===== src/rtl/pkt_rx_pkg.sv =====
package pkt_rx_pkg;

  typedef enum logic [2:0] {
    ST_IDLE,
    ST_LEN,
    ST_PAY,
    ST_CRCH,
    ST_CRCL
  } rxState_t;

  // Strobes from the control FSM to the datapath
  typedef struct packed {
    logic clrCrc;
    logic loadLen;
    logic crcEn;
    logic writeEn;
    logic saveCrcHi;
  } rxCtrl_t;

endpackage


===== src/rtl/pkt_rx_datapath.sv =====
module pkt_rx_datapath
  import pkt_rx_pkg::*;
#(
  parameter int WORD_W    = 8,
  parameter int BUF_DEPTH = 256,
  parameter logic [15:0] CRC_POLY = 16'h8005
) (
  input  logic                     clk,
  input  logic                     rstN,
  input  rxCtrl_t                  ctl,
  input  logic [WORD_W-1:0]        wordIn,
  output logic [$clog2(BUF_DEPTH)-1:0] wrAddr,
  output logic [WORD_W-1:0]        lenOut,
  output logic                     lastPayload,
  output logic                     overrun,
  output logic                     crcMatch
);
  localparam int CNT_W  = WORD_W;
  localparam int ADDR_W = $clog2(BUF_DEPTH);

  logic [15:0]       crcReg;
  logic [WORD_W-1:0] crcHi;
  logic [CNT_W-1:0]  cnt;
  logic [WORD_W-1:0] lenReg;

  function automatic logic [15:0] crcStep(input logic [15:0] c, input logic [WORD_W-1:0] d);
    logic [15:0] r;
    r = c;
    for (int i = WORD_W - 1; i >= 0; i--) begin
      if (r[15] ^ d[i]) r = {r[14:0], 1'b0} ^ CRC_POLY;
      else              r = {r[14:0], 1'b0};
    end
    return r;
  endfunction

  always_ff @(posedge clk or negedge rstN) begin
    if (!rstN) begin
      crcReg <= '0;
      crcHi  <= '0;
      cnt    <= '0;
      lenReg <= '0;
    end else begin
      if (ctl.clrCrc)     crcReg <= '0;
      else if (ctl.crcEn) crcReg <= crcStep(crcReg, wordIn);
      if (ctl.loadLen) begin
        lenReg <= wordIn;
        cnt    <= '0;
      end else if (ctl.writeEn) begin
        cnt <= cnt + 1'b1;
      end
      if (ctl.saveCrcHi) crcHi <= wordIn;
    end
  end

  assign wrAddr      = cnt[ADDR_W-1:0];
  assign lenOut      = lenReg;
  assign lastPayload = (CNT_W'(cnt + 1'b1) == lenReg);
  assign overrun     = ({1'b0, cnt} >= (CNT_W + 1)'(BUF_DEPTH));
  assign crcMatch    = ({crcHi, wordIn} == crcReg);

  // a write never happens past the buffer depth
  a_r9_no_overrun_write: assert property (@(posedge clk) disable iff (!rstN)
    ctl.writeEn |-> !overrun);
  // write index stays within the announced length
  a_r2_index_in_len: assert property (@(posedge clk) disable iff (!rstN)
    ctl.writeEn |-> (cnt < lenReg));
  // CRC register cleared at frame start
  a_r3_crc_cleared: assert property (@(posedge clk) disable iff (!rstN)
    ctl.clrCrc |=> (crcReg == 16'h0000));

endmodule


===== src/rtl/pkt_rx_ctrl.sv =====
module pkt_rx_ctrl
  import pkt_rx_pkg::*;
#(
  parameter int WORD_W = 8,
  parameter logic [WORD_W-1:0] SOF_CODE = 8'hA5
) (
  input  logic              clk,
  input  logic              rstN,
  input  logic              wordValid,
  input  logic [WORD_W-1:0] wordIn,
  input  logic              bufReady,
  input  logic              frameAck,
  input  logic              lastPayload,
  input  logic              overrun,
  input  logic              crcMatch,
  output rxCtrl_t           ctl,
  output logic              frameOk,
  output logic              frameErr,
  output logic              busy
);
  rxState_t state, nextState;
  logic startFrame, setOk, setErr;

  always_comb begin
    nextState  = state;
    ctl        = '0;
    startFrame = 1'b0;
    setOk      = 1'b0;
    setErr     = 1'b0;
    if (wordValid) begin
      unique case (state)
        ST_IDLE: if (wordIn == SOF_CODE && !frameOk) begin
          startFrame = 1'b1;
          ctl.clrCrc = 1'b1;
          nextState  = ST_LEN;
        end
        ST_LEN: begin
          ctl.loadLen = 1'b1;
          ctl.crcEn   = 1'b1;
          nextState   = (wordIn == '0) ? ST_CRCH : ST_PAY;
        end
        ST_PAY: begin
          if (overrun || !bufReady) begin
            setErr    = 1'b1;
            nextState = ST_IDLE;
          end else begin
            ctl.writeEn = 1'b1;
            ctl.crcEn   = 1'b1;
            if (lastPayload) nextState = ST_CRCH;
          end
        end
        ST_CRCH: begin
          ctl.saveCrcHi = 1'b1;
          nextState     = ST_CRCL;
        end
        ST_CRCL: begin
          if (crcMatch) setOk = 1'b1;
          else          setErr = 1'b1;
          nextState = ST_IDLE;
        end
        default: nextState = ST_IDLE;
      endcase
    end
  end

  always_ff @(posedge clk or negedge rstN) begin
    if (!rstN) begin
      state    <= ST_IDLE;
      frameOk  <= 1'b0;
      frameErr <= 1'b0;
    end else begin
      state <= nextState;
      if (startFrame) begin
        frameOk  <= 1'b0;
        frameErr <= 1'b0;
      end else begin
        if (setOk)         frameOk <= 1'b1;
        else if (frameAck) frameOk <= 1'b0;
        if (setErr)        frameErr <= 1'b1;
      end
    end
  end

  assign busy = (state != ST_IDLE);

  // start code refused while a frame waits for acknowledge
  a_r4_start_blocked: assert property (@(posedge clk) disable iff (!rstN)
    (state == ST_IDLE && wordValid && wordIn == SOF_CODE && frameOk) |=> (state == ST_IDLE));
  // no strobe, no progress
  a_r10_hold_state: assert property (@(posedge clk) disable iff (!rstN)
    !wordValid |=> $stable(state));
  // received and error flags never both set
  a_r7_flags_exclusive: assert property (@(posedge clk) disable iff (!rstN)
    !(frameOk && frameErr));
  // buffer not ready on a payload word aborts with error
  a_r8_not_ready_abort: assert property (@(posedge clk) disable iff (!rstN)
    (state == ST_PAY && wordValid && !bufReady) |=> (frameErr && state == ST_IDLE));
  // accepted start clears both flags
  a_r5_start_clears: assert property (@(posedge clk) disable iff (!rstN)
    startFrame |=> (!frameOk && !frameErr && busy));

endmodule


===== src/rtl/pkt_rx_top.sv =====
module pkt_rx_top
  import pkt_rx_pkg::*;
#(
  parameter int WORD_W    = 8,
  parameter int BUF_DEPTH = 256,
  parameter logic [WORD_W-1:0] SOF_CODE = 8'hA5,
  localparam int ADDR_W = $clog2(BUF_DEPTH)
) (
  input  logic              clk,
  input  logic              rstN,
  input  logic              wordValid,
  input  logic [WORD_W-1:0] wordIn,
  input  logic              bufReady,
  input  logic              frameAck,
  output logic              wrEn,
  output logic [ADDR_W-1:0] wrAddr,
  output logic [WORD_W-1:0] wrData,
  output logic [WORD_W-1:0] rxLen,
  output logic              frameOk,
  output logic              frameErr,
  output logic              busy
);
  rxCtrl_t ctl;
  logic lastPayload, overrun, crcMatch;

  pkt_rx_ctrl #(.WORD_W(WORD_W), .SOF_CODE(SOF_CODE)) uCtrl (
    .clk(clk), .rstN(rstN), .wordValid(wordValid), .wordIn(wordIn),
    .bufReady(bufReady), .frameAck(frameAck), .lastPayload(lastPayload),
    .overrun(overrun), .crcMatch(crcMatch), .ctl(ctl),
    .frameOk(frameOk), .frameErr(frameErr), .busy(busy)
  );

  pkt_rx_datapath #(.WORD_W(WORD_W), .BUF_DEPTH(BUF_DEPTH)) uDp (
    .clk(clk), .rstN(rstN), .ctl(ctl), .wordIn(wordIn), .wrAddr(wrAddr),
    .lenOut(rxLen), .lastPayload(lastPayload), .overrun(overrun),
    .crcMatch(crcMatch)
  );

  assign wrEn   = ctl.writeEn;
  assign wrData = wordIn;

endmodule


===== config.mk =====
export PLATFORM = sky130hd
export DESIGN_NAME = pkt_rx_top
export DESIGN_NICKNAME = d
export VERILOG_FILES = /design/src/rtl/pkt_rx_pkg.sv /design/src/rtl/pkt_rx_datapath.sv /design/src/rtl/pkt_rx_ctrl.sv /design/src/rtl/pkt_rx_top.sv
export SDC_FILE = /design/constraint.sdc
export NUM_CORES = 1
export LEC_CHECK = 0
export BUFFER_PORTS_ARGS = -buffer_cell sky130_fd_sc_hd__buf_4
export CAP_MARGIN = 10
export CORE_MARGIN = 1.5
export CORE_UTILIZATION = 25
export DETAILED_ROUTE_END_ITERATION = 8
export PLACE_DENSITY = 0.4
export SYNTH_ARGS = -nofsm -noshare
export SYNTH_HDL_FRONTEND = slang
export SYNTH_HIERARCHICAL = 1
export SYNTH_SLANG_ARGS = --single-unit

===== constraint.sdc =====
create_clock -name clk -period 2.3 [get_ports clk]
set_clock_uncertainty 0.05 [all_clocks]
set_input_delay 0.46 -clock clk [delete_from_list [all_inputs] [get_ports clk]]
set_output_delay 0.46 -clock clk [all_outputs]
set_load 0.01 [all_outputs]

==> results of run 1 <==
[timing repair]
item / in CTS / in global routing
endpoints found under the setup margin: 0 / 1
resized for setup: 0 / 6
hold endpoints to repair: 0 / 0
[metrics by stage]
stage / instance area [sq um] / utilization, % / cells / power [mW]
3_5_place_dp: 3150 / 30.7 / 424 / 3.76
2_1_floorplan: 2630 / - / 246 / 3.09
5_1_grt: 3290 / 32.0 / 432 / 4.69
6_report: 3290 / 32.0 / 432 / 4.36
3_3_place_gp: 3150 / 30.7 / 424 / 3.76
4_1_cts: 3270 / 31.8 / 432 / 4.42
[worst max path at each step]
stage | slack [ns] | depth (start not counted) | to
after floorplan | 0.11 | 8 | uCtrl/state[0]$_DFFE_PN0P_
after global placement | 0.11 | 9 | uCtrl/state[0]$_DFFE_PN0P_
after detailed placement | 0.07 | 8 | uCtrl/state[0]$_DFFE_PN0P_
after CTS | 0.07 | 8 | uCtrl/state[0]$_DFFE_PN0P_
after global routing | 0.03 | 9 | uCtrl/state[0]$_DFFE_PN0P_
final | 0.14 | 8 | uCtrl/state[0]$_DFFE_PN0P_
[cells in the mapped netlist, types with 2 or more instances]
cell type   n  area, sq um
a211oi_1    7         52.6
a21oi_1     3         15.0
and3_1      3         18.8
buf_1       3         11.3
buf_4       9         67.6
clkbuf_1    6         22.5
dfrtp_1    45         1130
inv_1       5         18.8
mux2_2     16          180
mux2i_1     8         80.1
nand2_1     9         33.8
nand3_1     3         15.0
nand3b_1    2         15.0
nand4_1     7         43.8
nor2_1     32          120
nor3_1      3         15.0
nor4_1      2         12.5
o21ai_0     2         10.0
o21bai_1    2         15.0
o22ai_1     2         12.5
or3b_2      2         17.5
xnor2_1    39          342
xnor2_2     3         48.8
xor2_1     14          123
[layout make-up]
| type | instances | share of cell area [%] |
|---|---|---|
| multi-input cells | 178 | 42.8 |
| well taps | 136 | 5.17 |
| inverters | 5 | 0.570 |
| clock inverters | 1 | 0.913 |
| flip-flops and latches | 45 | 34.2 |
| clock buffers | 7 | 2.62 |
| repair buffers | 60 | 13.7 |
[sequential cells by signal (all words and copies together) (netlist names)]
name and count:
uDp/crcReg 16, uDp/crcHi 8, uDp/lenOut 8, uDp/wrAddr 8, uCtrl/state 3, uCtrl/frameErr 1, uCtrl/frameOk 1
[cells by family (layout without fill, tap and decap cells)]
| logic type | count (synthesis) | in the layout | synth area share (%) |
|---|---|---|---|
| simple gates | 70 | 70 | 13.8 |
| other cells | 1 | 1 | 0.143 |
| flops | 45 | 45 | 42.9 |
| xor+xnor | 58 | 58 | 21.3 |
| fa+ha+maj | 1 | 1 | 0.476 |
| buf+inv | 23 | 73 | 4.57 |
| compound gates | 23 | 23 | 6.33 |
| mux | 25 | 25 | 10.5 |
[where the power goes]
| part | total, mW | switching [mW] | internal (mW) |
|---|---|---|---|
| clock | 0.628 | 0.274 | 0.355 |
| sequential | 1.47 | 0.346 | 1.12 |
| combinational | 2.26 | 0.980 | 1.28 |
| total | 4.36 | 1.60 | 2.76 |
[layer usage]
layer / GRT usage, % / routed length [microns] / vias to the layer above
met5: 0 / 0 / -
met4: 2.32 / 26 / 0
met3: 2.23 / 211 / 2
met2: 20.5 / 3150 / 39
met1: 17.4 / 3170 / 923
li1: - / - / 928
[worst max-delay path: stages (launching register included)]
cell and delay [ns]:
dfrtp_1 0.39, nand3_2 0.14, nor2_2 0.18, xor2_1 0.09, or3b_2 0.46, a21oi_2 0.16, o41ai_1 0.09, a31o_1 0.21
mux2_4 0.29
==> impl_metrics.ini, run 1 <==
[sta]
rsz0062_at_grt = no
holdWs_ns = 0.101
hold_viol_final = 0
tightest_slew_ns = 0.618
slew_violations = 0
setup_tns_ns = 0
max_slew_margin_pct = 58.8
final.period_utilization_pct = 93.7
setup_slack_ns = 0.144
period_needed_ns = 2.16
timing.fmax_ghz = 0.464
setup_viol = 0

[layout]
mostFrequentLayoutCell = buf_4
layout_common_cells = buf_4, dfrtp_1, xnor2_1
fillers = 1091
drive_above_1_share_pct = 34.1
nNetsFinal = 309
syn_to_final_growth_pct = 25.2
seqCellArea_sq_um = 1130
n_antenna_cell = 0
multi_input_area_sq_um = 1410

[synthesis]
synth.cell_area_sq_um = 2630
ys_seq_area_share_pct = 42.9
synth_nets = 260
ys_warn_count = 6
avgSynthCellArea_sq_um = 10.7
synth_edf_count = 0
async_reset_ff_share_pct = 100
postSynthCellCount = 246
synth.distinct_cells = 43
ys_seq_elements = 45
synth-main-ff-cell = dfrtp_1

[route]
drt-initial-drc-count = 44
drt_wl_total_microns = 6560
vias = 1892
first_pass_iters = 4
via_per_inst = 4.38
wl_per_cell_microns = 15.2
drcViolationCount = 0
ant_nets = 0

[place]
gp_congestion = 0.762
place_ws_ns = 0.0652
port_buffers = 40
dpl.hpwl_microns = 4850

[clock_network]
post-cts-setup-buffers = 0
clkSinkCount = 45
path_clk_slew_ns = 0.09
cts_root_buf = clkbuf_8
cts_buffers = 5
clk_latency_ns = 0.30
cts_tree = built
ctsHtreeMaxLevel = 2
ctsHoldBuffers = 0
cts_max_path_buffers = 2

[outcome]
status = complete, no violations

[worst_setup_path]
critPathLaunch = uDp/wrAddr[0]$_DFFE_PN0P_
crit_type = flip-flop to flip-flop
rr_startpoint = uDp/wrAddr[0]$_DFFE_PN0P_
r2r_cells = 8
regToRegEndpoint = uCtrl/state[0]$_DFFE_PN0P_
end_kind = flip-flop
rrSetupSlack_ns = 0.14
critPathRequiredTime_ns = 2.44
worstPathArrival_ns = 2.30
crit_fanout = 3
start_kind = flip-flop

[floorplanning]
start_util_pct = 25.6
die-area_sq_um = 11100
die_h_microns = 106
io_pins = 41
num_rows = 37
die_x_microns = 106
core-area_sq_um = 10300

[grt]
antenna_found_initial = 0
grt_max_degree = 46
grt-ovfl-total = 0
track_usage_pct = 12.5
grt_pass1_wl_microns = 10800
grt_pass1_vias = 1950

[hold_path]
hold_class = input pin to asynchronous set/reset pin

[job]
maxCapViolations = 0

[power_and_ir_drop]
p_leak_nw = 1.41
power_density_nw_per_um2 = 1330
vdd_drop_max_uv = 434
No activity file was read; power rests on OpenSTA's default activity.
==> run 2, diff against run 1 <==
PLACE_DENSITY = 0.41   (was 0.4)
clock period = 1.7 ns   (was 2.3 ns; I/O delays follow)
==> run 2 against run 1 <==
  * The run now ends with negative hold slack, negative setup slack left
  * Wire length is 10% higher
  * Cell count is 11% higher
  * Sequential share of layout area is 4.7 points lower
  * Non-clock buffer count is 48 higher
  * Combinational power is 77% higher
  * Largest power group unchanged
  * Total power is 54% higher
  * Critical path depth stayed put
  * Fmax is 7.2% higher
  * Via count is 9.8% higher
==> impl_metrics.ini, run 2 (synthesis results as in run 1) <==
[grt]
antenna_found_initial = 0
grt-ovfl-total = 0
grt_pass1_vias = 2338
track_usage_pct = 14.1
grt_max_degree = 46
grt_pass1_wl_microns = 12200

[outcome]
violations = negative hold slack, negative setup slack
status = finished with violations

[job]
maxCapViolations = 0

[sta]
slew_violations = 0
holdWs_ns = -0.0215
tightest_slew_ns = 0.617
setup_viol = 7
final.period_utilization_pct = 118
rsz0062_at_grt = yes
period_needed_ns = 2.01
max_slew_margin_pct = 58.9
timing.fmax_ghz = 0.497
hold_viol_final = 25
setup_slack_ns = -0.311

[place]
gp_congestion = 0.737
dpl_cell_area_sq_um = 3590
placed_cells = 470
dpl.hpwl_microns = 5510
port_buffers = 40
place_ws_ns = -0.349

[floorplanning]
core-area_sq_um = 10300
io_pins = 41
start_util_pct = 25.6
die-area_sq_um = 11100
die_x_microns = 106
num_rows = 37
die_h_microns = 106

[worst_setup_path]
slowest_delay_ns = 0.47
critical_path_buf_inv_count = 0
critPathRequiredTime_ns = 1.85
cpLargestDelayFamily = simple AND/OR/NAND/NOR gates
worstPathArrival_ns = 2.16
start_kind = flip-flop
cp_cell_sequence = nand3_4 -> nor2_4 -> xor2_1 -> or3b_4 -> a21oi_2 -> o41ai_2 -> a31o_1 -> mux2_4
slowest_stage = dfrtp_2
end_kind = flip-flop
crit_type = flip-flop to flip-flop
crit_fanout = 4

[route]
wl_per_cell_microns = 15.1
first_pass_iters = 4
vias = 2078
ant_nets = 0
drt-initial-drc-count = 46
drcViolationCount = 0
via_per_inst = 4.33
drt_wl_total_microns = 7230

[clock_network]
clk_latency_ns = 0.31
cts_root_buf = clkbuf_8
cts_tree = built
path_clk_slew_ns = 0.10
cts_buffers = 5
ctsHtreeMaxLevel = 2
cts_max_path_buffers = 2
clkSinkCount = 45
ctsHoldBuffers = 0

[layout]
fillers = 1073
regMostFlops = uDp/crcReg
design_area_sq_um = 3830
n_antenna_cell = 0
largest_reg_flops = 16
fin_cells = 480
drive_above_1_share_pct = 51.2
nNetsFinal = 357
mostFrequentLayoutCell = buf_4
syn_to_final_growth_pct = 45.9
layout_common_cells = buf_4, dfrtp_1, nor2_1, xnor2_1, mux2_2

[power_and_ir_drop]
p_leak_nw = 1.69
vdd_drop_max_uv = 796
power_density_nw_per_um2 = 1760

[hold_path]
hold_class = input pin to asynchronous set/reset pin
-- run 2: cell types whose count changed in the layout (fill, tap and decap cells not counted), sizes merged --
| cell | delta |
|---|---|
| buf | +48 |
| bufinv | -1 |
| clkbuf | -2 |
| clkinv | +1 |
| clkinvlp | +1 |
| inv | +1 |
-- run 2: where the power goes --
| group | switching, mW | internal (mW) |
|---|---|---|
| Sequential | 0.493 | 1.52 |
| Clock | 0.425 | 0.298 |
| Combinational | 1.63 | 2.36 |
| Total | 2.55 | 4.18 |
-- run 2: area by class of cell --
type | instances | area (sq um) | area share [%]
multi-input combinational | 178 | 1580 | 41.1
sequential | 45 | 1130 | 29.5
timing repair buffer | 108 | 842 | 22.0
clock buffer | 5 | 68.8 | 1.80
inverter | 5 | 18.8 | 0.490
tap | 136 | 170 | 4.44
clock inverter | 3 | 25.0 | 0.653
-- run 2: metal layers --
layer,track usage [%],up-vias,wire [microns],share of wire [%]
li1,-,1031,-,-
met1,19.1,1013,3570,49
met2,23.5,27,3430,47
met3,2.23,7,161,2.2
met4,3.76,0,68,0.94
met5,0,-,0,0
-- run 2: metrics by stage --
stage / util [%] / setup TNS, ns / power (mW) / hold WS, ns
6_report: 37.3 / -0.903 / 6.73 / -0.0215
5_1_grt: 37.3 / -2.95 / 7.26 / 0.0301
4_1_cts: 36.9 / -0.953 / 6.75 / 0.00722
3_5_place_dp: 34.9 / -2.72 / 5.75 / 0.353
3_3_place_gp: 34.9 / -1.75 / 5.74 / 0.352
2_1_floorplan: - / -0.486 / 4.30 / -0.00559
-- run 2: what timing repair did --
| action | in CTS | in global routing |
|---|---|---|
| buffers inserted | 2 | 0 |
| resized for setup | 16 | 8 |
| pin swaps | 13 | 2 |
| setup endpoints to repair | 21 | 37 |
-- run 2: worst register-to-register path: stages, from the launching register on --
cell,delay [ns]
dfrtp_2,0.47
nand3_4,0.11
nor2_4,0.04
xor2_1,0.15
or3b_4,0.37
a21oi_2,0.16
o41ai_2,0.07
a31o_1,0.20
mux2_4,0.29
-- run 2: worst paths after layout --
check	startpoint	to	slack, ns	cells after the start
max in group asynchronous	rstN	uDp/wrAddr[1]$_DFFE_PN0P_	1.17	1
min in group clk	frameAck	uCtrl/frameOk$_DFFE_PN0P_	0.16	2
hold / removal	rstN	uDp/wrAddr[6]$_DFFE_PN0P_	-0.02	1
setup / recovery	uDp/wrAddr[0]$_DFFE_PN0P_	uCtrl/state[0]$_DFFE_PN0P_	-0.31	8
hold reg to reg	uDp/crcHi[1]$_DFFE_PN0P_	uDp/crcHi[1]$_DFFE_PN0P_	0.50	1
setup reg to reg	uDp/wrAddr[0]$_DFFE_PN0P_	uCtrl/state[0]$_DFFE_PN0P_	-0.31	8
